[src/rtl/pgood_pkg.sv]
package pgood_pkg;

    typedef enum logic [2:0] {
        PG_OFF   = 3'd0,
        PG_BOOT  = 3'd1,
        PG_FAULT = 3'd2,
        PG_HOLD  = 3'd3,
        PG_GOOD  = 3'd4
    } pg_state_e;

    typedef struct packed {
        pg_state_e state;
        logic      started;
        logic      uv_f;
        logic      ov_f;
        logic      tsd_f;
    } pg_regs_t;

endpackage

[src/rtl/pgood_glitch_filter.sv]
module pgood_glitch_filter #(
    parameter int FILT_CYC = 16
) (
    input  logic clk,
    input  logic rst,
    input  logic trip,
    output logic qual
);
    localparam int FW = $clog2(FILT_CYC + 1);
    localparam logic [FW-1:0] LAST = FW'(FILT_CYC - 1);

    logic [FW-1:0] cnt_d, cnt_q;

    always_comb begin
        if (!trip)
            cnt_d = '0;
        else if (cnt_q != LAST)
            cnt_d = cnt_q + 1'b1;
        else
            cnt_d = cnt_q;
    end

    always_ff @(posedge clk) begin
        if (rst) cnt_q <= '0;
        else     cnt_q <= cnt_d;
    end

    assign qual = trip && (cnt_q == LAST);

    generate
        if (FILT_CYC > 1) begin : g_chk
            // a qualified fault never appears without a prior high sample
            a_r4_needs_history: assert property (@(posedge clk) disable iff (rst)
                qual |-> $past(trip));
            // a low sample clears the count
            a_r5_low_clears: assert property (@(posedge clk) disable iff (rst)
                !trip |=> !qual);
        end
    endgenerate

endmodule

[src/rtl/pgood_timer.sv]
module pgood_timer #(
    parameter int TW = 8
) (
    input  logic          clk,
    input  logic          rst,
    input  logic          load,
    input  logic [TW-1:0] load_val,
    output logic          expired
);
    logic [TW-1:0] cnt_d, cnt_q;

    always_comb begin
        if (load)
            cnt_d = load_val;
        else if (cnt_q != '0)
            cnt_d = cnt_q - 1'b1;
        else
            cnt_d = cnt_q;
    end

    always_ff @(posedge clk) begin
        if (rst) cnt_q <= '0;
        else     cnt_q <= cnt_d;
    end

    assign expired = (cnt_q == '0);

    // the delay advances by exactly one per cycle while running
    a_r6_step_down: assert property (@(posedge clk) disable iff (rst)
        (!load && cnt_q != '0) |=> cnt_q == TW'($past(cnt_q) - 1'b1));

endmodule

[src/rtl/pgood_supervisor.sv]
module pgood_supervisor
    import pgood_pkg::*;
#(
    parameter int CLK_HZ    = 50_000_000,
    parameter int FILT_CYC  = 16,
    parameter int REL_CYC   = 1000,
    parameter int START_CYC = CLK_HZ / 1000 * 6
) (
    input  logic clk,
    input  logic rst,
    input  logic en_above,
    input  logic en_below,
    input  logic uv_trip,
    input  logic ov_trip,
    input  logic in_reg,
    input  logic tsd_trip,
    input  logic tsd_clear,
    input  logic ilim_active,
    output logic pgood
);
    localparam int MAXC = (START_CYC > REL_CYC) ? START_CYC : REL_CYC;
    localparam int TW   = $clog2(MAXC + 1);
    localparam logic [TW-1:0] START_LD = TW'(START_CYC - 1);
    localparam logic [TW-1:0] REL_LD   = TW'(REL_CYC - 1);

    // voltage fault qualification, one filter per comparator
    logic [1:0] trip_v, qual_v;
    assign trip_v = {ov_trip, uv_trip};

    generate
        for (genvar gi = 0; gi < 2; gi++) begin : g_filt
            pgood_glitch_filter #(.FILT_CYC(FILT_CYC)) u_filt (
                .clk  (clk),
                .rst  (rst),
                .trip (trip_v[gi]),
                .qual (qual_v[gi])
            );
        end
    endgenerate

    logic uv_q, ov_q;
    assign uv_q = qual_v[0];
    assign ov_q = qual_v[1];

    // shared start-up / release delay
    logic          t_load;
    logic [TW-1:0] t_val;
    logic          t_exp;

    pgood_timer #(.TW(TW)) u_timer (
        .clk      (clk),
        .rst      (rst),
        .load     (t_load),
        .load_val (t_val),
        .expired  (t_exp)
    );

    pg_regs_t r_d, r_q;
    logic     new_fault;
    logic     blocked;

    always_comb begin
        r_d       = r_q;
        t_load    = 1'b0;
        t_val     = REL_LD;
        new_fault = uv_q || ov_q || tsd_trip || ilim_active;

        // faults latch in every enabled state
        r_d.uv_f  = r_q.uv_f  || uv_q;
        r_d.ov_f  = r_q.ov_f  || ov_q;
        r_d.tsd_f = r_q.tsd_f || tsd_trip;
        blocked   = r_d.uv_f || r_d.ov_f || r_d.tsd_f || ilim_active || !in_reg;

        case (r_q.state)
            PG_OFF: begin
                r_d.uv_f  = 1'b0;
                r_d.ov_f  = 1'b0;
                r_d.tsd_f = 1'b0;
                if (en_above) begin
                    if (!r_q.started) begin
                        r_d.state = PG_BOOT;
                        t_load    = 1'b1;
                        t_val     = START_LD;
                    end else if (in_reg && !new_fault) begin
                        r_d.state = PG_HOLD;
                        t_load    = 1'b1;
                    end else begin
                        r_d.state = PG_FAULT;
                        r_d.uv_f  = uv_q;
                        r_d.ov_f  = ov_q;
                        r_d.tsd_f = tsd_trip;
                    end
                end
            end
            PG_BOOT: begin
                if (t_exp) begin
                    r_d.started = 1'b1;
                    r_d.state   = blocked ? PG_FAULT : PG_GOOD;
                end
            end
            PG_FAULT: begin
                if (in_reg) begin
                    r_d.uv_f = uv_q;
                    r_d.ov_f = ov_q;
                    if (tsd_clear && !tsd_trip)
                        r_d.tsd_f = 1'b0;
                end
                if (in_reg && !ilim_active && !r_d.uv_f && !r_d.ov_f && !r_d.tsd_f) begin
                    r_d.state = PG_HOLD;
                    t_load    = 1'b1;
                end
            end
            PG_HOLD: begin
                if (new_fault)
                    r_d.state = PG_FAULT;
                else if (t_exp)
                    r_d.state = PG_GOOD;
            end
            PG_GOOD: begin
                if (new_fault)
                    r_d.state = PG_FAULT;
            end
            default: r_d.state = PG_OFF;
        endcase

        // enable fault has top priority
        if (en_below) begin
            r_d.state = PG_OFF;
            t_load    = 1'b0;
        end
    end

    always_ff @(posedge clk) begin
        if (rst) begin
            r_q.state   <= PG_OFF;
            r_q.started <= 1'b0;
            r_q.uv_f    <= 1'b0;
            r_q.ov_f    <= 1'b0;
            r_q.tsd_f   <= 1'b0;
        end else begin
            r_q <= r_d;
        end
    end

    // enable-low gate is combinational: no cycle of delay
    assign pgood = (r_q.state == PG_GOOD) && !en_below;

    // flag low straight out of reset
    a_r1_reset_low: assert property (@(posedge clk)
        rst |=> !pgood);
    // enable fault disables the block
    a_r3_en_off: assert property (@(posedge clk) disable iff (rst)
        en_below |=> (!pgood && r_q.state == PG_OFF));
    // current limit holds the flag low
    a_r8_ilim_low: assert property (@(posedge clk) disable iff (rst)
        ilim_active |=> !pgood);
    // thermal trip pulls the flag low
    a_r7_tsd_low: assert property (@(posedge clk) disable iff (rst)
        tsd_trip |=> !pgood);
    // thermal fault needs its clear input before release starts
    a_r7_tsd_hold: assert property (@(posedge clk) disable iff (rst)
        (r_q.state == PG_FAULT && r_q.tsd_f && !tsd_clear) |=> r_q.state != PG_HOLD);
    // no release while out of regulation
    a_r6_needs_reg: assert property (@(posedge clk) disable iff (rst)
        (r_q.state == PG_FAULT && !in_reg) |=> r_q.state != PG_HOLD);
    // the good state is only entered when a delay has run out
    a_r6_good_after_timer: assert property (@(posedge clk) disable iff (rst)
        (r_q.state == PG_GOOD && $past(r_q.state) != PG_GOOD)
            |-> ($past(t_exp) && ($past(r_q.state) == PG_HOLD || $past(r_q.state) == PG_BOOT)));
    // a fault during release cancels it
    a_r9_cancel: assert property (@(posedge clk) disable iff (rst)
        (r_q.state == PG_HOLD && ilim_active) |=> r_q.state != PG_GOOD);

endmodule

[config.mk]
export PLATFORM = sky130hd
export DESIGN_NAME = pgood_supervisor
export DESIGN_NICKNAME = d
export VERILOG_FILES = /design/src/rtl/pgood_pkg.sv /design/src/rtl/pgood_glitch_filter.sv /design/src/rtl/pgood_timer.sv /design/src/rtl/pgood_supervisor.sv
export SDC_FILE = /design/constraint.sdc
export NUM_CORES = 1
export LEC_CHECK = 0
export ABC_AREA = 1
export BUFFER_PORTS_ARGS = -buffer_cell sky130_fd_sc_hd__buf_2
export CORE_ASPECT_RATIO = 1.4
export CORE_MARGIN = 1
export CORE_UTILIZATION = 45
export CTS_BUF_LIST = sky130_fd_sc_hd__clkbuf_4 sky130_fd_sc_hd__clkbuf_8
export DETAILED_ROUTE_END_ITERATION = 8
export HOLD_SLACK_MARGIN = 0.12
export PLACE_DENSITY = 0.68
export SYNTH_ARGS = -nofsm -noshare
export SYNTH_HDL_FRONTEND = slang
export SYNTH_SLANG_ARGS = --single-unit
[constraint.sdc]
create_clock -name clk -period 5.3 [get_ports clk]
set_input_delay 0.795 -clock clk [delete_from_list [all_inputs] [get_ports clk]]
set_output_delay 0.795 -clock clk [all_outputs]
set_load 0.02 [all_outputs]
---- Word-level counts from Yosys, hierarchy flattened ----
Index checks and enable logic that the tools add are counted.
cells by class
  add/subtract/negate cells ............... 3
  equality and inequality tests ........... 13
  multiplexer cells ....................... 28
  bitwise gates (word level) .............. 2
  reduce and logical (&&, ||, !) cells .... 36
operator list
  operator                 number
  $mux W19                 5
  $mux W3                  12
  $logic_not A19 Y1        1
  $reduce_bool A19 Y1      1
  $sub A19 B1 Y19 const B  1
  $pmux W3 S5              1
  $add A5 B1 Y5 const B    2
  $eq A5 B4 Y1 const B     2
  $logic_or A1 B1 Y1       10
  $ne A5 B4 Y1 const B     2
  $logic_and A1 B1 Y1      9
  $logic_not A1 Y1         8
  $ne A2 B2 Y1 const B     4
  $mux W1                  7
  $eq A3 B2 Y1 const B     2
  $pmux W3 S2              1
  $reduce_or A2 Y1         3
  $reduce_and A5 Y1        1
  $mux W4                  1
  $eq A3 B1 Y1 const B     1
  $eq A3 B3 Y1 const B     1
  $logic_not A3 Y1         1
  $ne A3 B3 Y1 const B     1
  $not A1 Y1               2
  3 further kinds          3
word-level totals
  register bits ........................... 36
  bits of input ports ..................... 10
  output and inout bits ................... 1
  logic and storage cells ................. 90

---- Longest topological paths before layout ----
  depth in word-level cells ............... 13
  depth in mapped cells ................... 15
  depth with buffers taken out ............ 14

---- Hierarchy ----
A second synthesis with hierarchy kept.
second synthesis, totals
  cell total of the unflattened synthesis .. 376
  area total of the unflattened synthesis .. 2384.8 um2
modules (own cells, without submodules)
  module               times used  cells an instance  area each (um2)  seq. area each (um2)
  pgood_timer          1           211                1278.7           380.4
  pgood_supervisor     1           99                 588.1            140.1
  pgood_glitch_filter  2           33                 259.0            100.1

---- Least setup slack after synthesis ----
Ideal clock, no wire load.
  path type ............................... input port to output port
  from .................................... in en_below
  to ...................................... out pgood
  arrival ................................. 1.088 ns
  data required time ...................... 4.505 ns
  slack ................................... 3.417 ns
  cell stages on the path ................. 1
  buffers on the path ..................... 0
  cell sequence ........................... nor2_1
between the ends
  longest elaborated chain between the ends .. 2
RTL lines
  what                 RTL line                 text
  from (decl)          pgood_supervisor.sv:12   input logic en_below,
  $logic_not A1 Y1     pgood_supervisor.sv:146  assign pgood = (r_q.state == PG_GOOD) && !en_below;
  $logic_and A1 B1 Y1  pgood_supervisor.sv:146
  to (decl)            pgood_supervisor.sv:19   output logic pgood
Every way passes these cells.

---- Worst setup path after layout ----
  from .................................... reg g_filt[0].u_filt.cnt_q[0]
  to ...................................... reg u_timer.cnt_q[7]
between the ends
  longest elaborated chain between the ends .. 13
  elaborated cells between the ends (all ways) .. 22
  those cells by class .................... eq/ne: 1; mux: 9; reduce/logical: 12
RTL lines
  what                                                   RTL line                                         text
  from (decl)                                            pgood_glitch_filter.sv:12                        logic [FW-1:0] cnt_d, cnt_q;
  from (signal assigned)                                 pgood_glitch_filter.sv:25                        else cnt_q <= cnt_d;
  $eq A5 B4 Y1 (*)                                       pgood_glitch_filter.sv:28                        assign qual = trip && (cnt_q == LAST);
  $logic_and A1 B1 Y1 (*)                                pgood_glitch_filter.sv:28
  $logic_or A1 B1 Y1, on equally long branches           pgood_supervisor.sv:69, pgood_supervisor.sv:66
  $mux W3 / $logic_or A1 B1 Y1 (equally long branches)   pgood_supervisor.sv:102, pgood_supervisor.sv:66
  $mux W3 / $logic_or A1 B1 Y1 (equally long branches)   pgood_supervisor.sv:74, pgood_supervisor.sv:66
  $logic_not A1 Y1, on equally long branches             pgood_supervisor.sv:108, pgood_supervisor.sv:84
  $logic_and A1 B1 Y1, on equally long branches          pgood_supervisor.sv:108, pgood_supervisor.sv:84
  $logic_and A1 B1 Y1 / $mux W1 (equally long branches)  pgood_supervisor.sv:108, pgood_supervisor.sv:84
  $logic_and A1 B1 Y1 / $mux W1 (equally long branches)  pgood_supervisor.sv:108, pgood_supervisor.sv:80
  $mux W1, on equally long branches                      pgood_supervisor.sv:108, pgood_supervisor.sv:79
  $pmux W1 S2 (*)                                        pgood_supervisor.sv:74                           case (r_q.state)
  $mux W1 (*)                                            pgood_supervisor.sv:127                          if (en_below) begin
  $mux W19 / $reduce_bool A2 Y1 (equally long branches)  --
  to (signal assigned)                                   pgood_timer.sv:23                                else cnt_q <= cnt_d;
  to (decl)                                              pgood_timer.sv:10                                logic [TW-1:0] cnt_d, cnt_q;
Mark *: on every way between the ends. The rest lies on a longest branch, timed or not. The select of a mux whose other input is x is not followed.
A chain may end at the register's enable or synchronous reset.

==> results.sh <==
export IMPL_core_area_um2=4610
export IMPL_clk_pin_slew_worst_paths_ps=80
export IMPL_rows=29
export IMPL_post_route_min_period_ps=2200
export IMPL_max_vdd_ir_drop_v=0.000217
export IMPL_die_y_um=84.7
export IMPL_synth_nets=348
export IMPL_root_buffer="clkbuf_8"
export IMPL_hold_end="g_filt[1].u_filt.cnt_q[1]$_SDFFE_PP0P_"
export IMPL_start_kind="register"
export IMPL_syn_area_per_cell_um2=6.61
export IMPL_fin_worst_skew_ps=15.2
export IMPL_hold_path_depth=2
export IMPL_status="completed"
export IMPL_antenna_left=0
export IMPL_dp_slack_ps=3090
export IMPL_crit_arrival_ps=2380
export IMPL_reg2reg_depth=13
export IMPL_wl_per_cell_um=11.7
export IMPL_synth_cells=332
export IMPL_p_leak_nw=1.15
export IMPL_hold_class="register to register"
export IMPL_port_buffers=10
export IMPL_cts_resized=0
export IMPL_cp_common_cell="nand2_2"
export IMPL_hp_start="g_filt[1].u_filt.cnt_q[1]$_SDFFE_PP0P_"
export IMPL_syn2layout_area_growth_pct=10.4
export IMPL_final_common_cell="nand2_1"
export IMPL_cts_sinks=36
export IMPL_fin_ws_ps=3100
export IMPL_utilization=0.526
export IMPL_tns_ps=0
export IMPL_finalHoldViolCount=0
export IMPL_fmax_mhz=454
export IMPL_drc_errors=0
export IMPL_ys_seq_elements=36
export IMPL_yosys_warnings=0
export IMPL_grt_max_degree=21
export IMPL_cp_max_fo=20
export IMPL_drt_iter0_markers=105
export IMPL_grt_overflow_total=0
export IMPL_endpoint_kind="register"
export IMPL_maxCapViolations=0
export IMPL_routed_via_density=5.04
export IMPL_slew_headroom=0.742
export IMPL_ys_seq_area_frac=0.328
export IMPL_track_usage=0.199
export IMPL_crit_type="register to register"
export IMPL_die_w_um=61.0
export IMPL_grt_pass1_wl_mm=7.86
export IMPL_syn_cell_area_um2=2200
export IMPL_drt_wl_total_mm=4.76
export IMPL_hold_worst_slack_ps=491
export IMPL_antenna_found_initial=0
export IMPL_crit_slowest_cell="dfxtp_1"
export IMPL_rsz0062_at_grt="false"
export IMPL_path_cells="ha_1, inv_1, nor3_1, ha_1, nand2_2, nand2_1, nand2_2, nand4_2, nand2_2, nand2_2, nand2_2, nand3_1, inv_1"
export IMPL_cp_required_ps=5470
export IMPL_cts_buffers=5
export IMPL_ios=11
export IMPL_cts_htree_levels=2
export IMPL_fin_crit_sh=0.416
export IMPL_critPathMaxStageDelay_ps=350
export IMPL_holdBufCountCts=0
export IMPL_layout_drive_gt1_share=0.145
export IMPL_finalSetupViolCount=0
export IMPL_diodes=0
export IMPL_timing_reg2reg_setup_slack_ps=3100
export IMPL_nets=361
export IMPL_power_density_nw_per_um2=403
export IMPL_reg2reg_to="u_timer.cnt_q[7]$_SDFFE_PP0P_"
export IMPL_dp_hpwl_mm=3.67
export IMPL_start_util=0.477
export IMPL_vias=2057
export IMPL_dr_pass1_iters=4
export IMPL_grt_pass1_vias=1838
export IMPL_fillCellCount=497
export IMPL_clk_latency_ps=290
export IMPL_tritoncts="built"
export IMPL_final_cell_mix="nand2_1 (76), nor2_1 (53), inv_1 (39)"
export IMPL_synth_cell_type_count=32
export IMPL_post_cts_buffers=0
export IMPL_clk_path_buf_depth=2
export IMPL_dieArea_um2=5170
export IMPL_drv_slew=0
export IMPL_max_slew_worst_pin_slew_ps=386
export IMPL_r2r_start="g_filt[0].u_filt.cnt_q[0]$_SDFFE_PP0P_"
export IMPL_place_gp_congestion=0.853
-- layer usage --
| metal | track usage | wire length (um) | share of wire |
|---|---|---|---|
| met1 | 0.221 | 2150 | 0.45 |
| met2 | 0.367 | 2450 | 0.52 |
| met3 | 0.0324 | 80 | 0.017 |
| met4 | 0.0640 | 68 | 0.014 |
| met5 | 0 | 0 | 0 |
-- worst max-delay path by stage --
stage / start / to / cells past startpoint
6_report: g_filt[0].u_filt.cnt_q[0]$_SDFFE_PP0P_ / u_timer.cnt_q[7]$_SDFFE_PP0P_ / 13
5_1_grt: g_filt[0].u_filt.cnt_q[0]$_SDFFE_PP0P_ / u_timer.cnt_q[12]$_SDFFE_PP0P_ / 13
4_1_cts: g_filt[0].u_filt.cnt_q[1]$_SDFFE_PP0P_ / u_timer.cnt_q[15]$_SDFFE_PP0P_ / 13
3_5_place_dp: g_filt[0].u_filt.cnt_q[1]$_SDFFE_PP0P_ / u_timer.cnt_q[15]$_SDFFE_PP0P_ / 13
3_3_place_gp: g_filt[0].u_filt.cnt_q[1]$_SDFFE_PP0P_ / u_timer.cnt_q[15]$_SDFFE_PP0P_ / 13
2_1_floorplan: en_below / pgood / 1
-- critical path, delay by kind of cell, from the launching register on --
| kind | cells | cell delay [ps] |
|---|---|---|
| buf+inv | 2 | 90 |
| flops | 1 | 350 |
| fa+ha+maj | 2 | 440 |
| simple gates | 9 | 1200 |
-- through the flow --
step                power (mW)  area, um^2  std cells
floorplan                0.645        2200        332
global placement         0.712        2300        400
CTS                      0.983        2420        408
finish                   0.977        2420        408
detailed placement       0.716        2300        400
global route              1.05        2420        408
-- cells by family (layout without fill, tap and decap cells) --
group	after synthesis	in the layout	synth area share
and+or+nand+nor	198	198	0.421
buffers and inverters	49	63	0.0889
DFF	36	36	0.328
AOI/OAI and AO/OA	31	31	0.0798
xor gates and xnor gates	12	12	0.0479
adders and majority gates	6	6	0.0342
-- where the power goes --
group | leakage, nW | switching, mW | internal [mW]
logic | 0.790 | 0.232 | 0.134
clock network | 0.0645 | 0.0988 | 0.166
registers | 0.294 | 0.0381 | 0.308
-- flip-flops by register name (all words and copies together), names as in the netlist --
signal	cells
g_filt.u_filt.cnt_q	10
u_timer.cnt_q	19
r_q	7
-- area by class of cell --
cell class                 instances  area, um^2  share of cell area
clock buffer                       7        96.3              0.0398
clock inverter                     1        30.0              0.0124
inverter                          45         169              0.0697
multi-input combinational        247        1280               0.528
sequential                        36         721               0.297
tap                               62        77.6              0.0320
timing repair buffer              10        50.0              0.0207
-- synthesized netlist by cell type, drive strengths merged --
cell	count	area, um^2
nor3b	2	20.0
nand3b	5	37.5
and3	1	6.26
clkbuf	2	7.51
nand4	9	68.8
xnor2	4	35.0
inv	45	169
nor3	10	55.1
nand2	88	365
o21a	1	7.51
dfxtp	36	721
nand3	20	100
ha	6	75.1
or2	1	6.26
xor2	8	70.1
a21oi	13	65.1
a211oi	2	15.0
buf	2	18.8
o21ai	8	40.0
nor2	62	265
o211ai	3	22.5
a31oi	4	25.0
No activity file was read; power rests on OpenSTA's default activity.
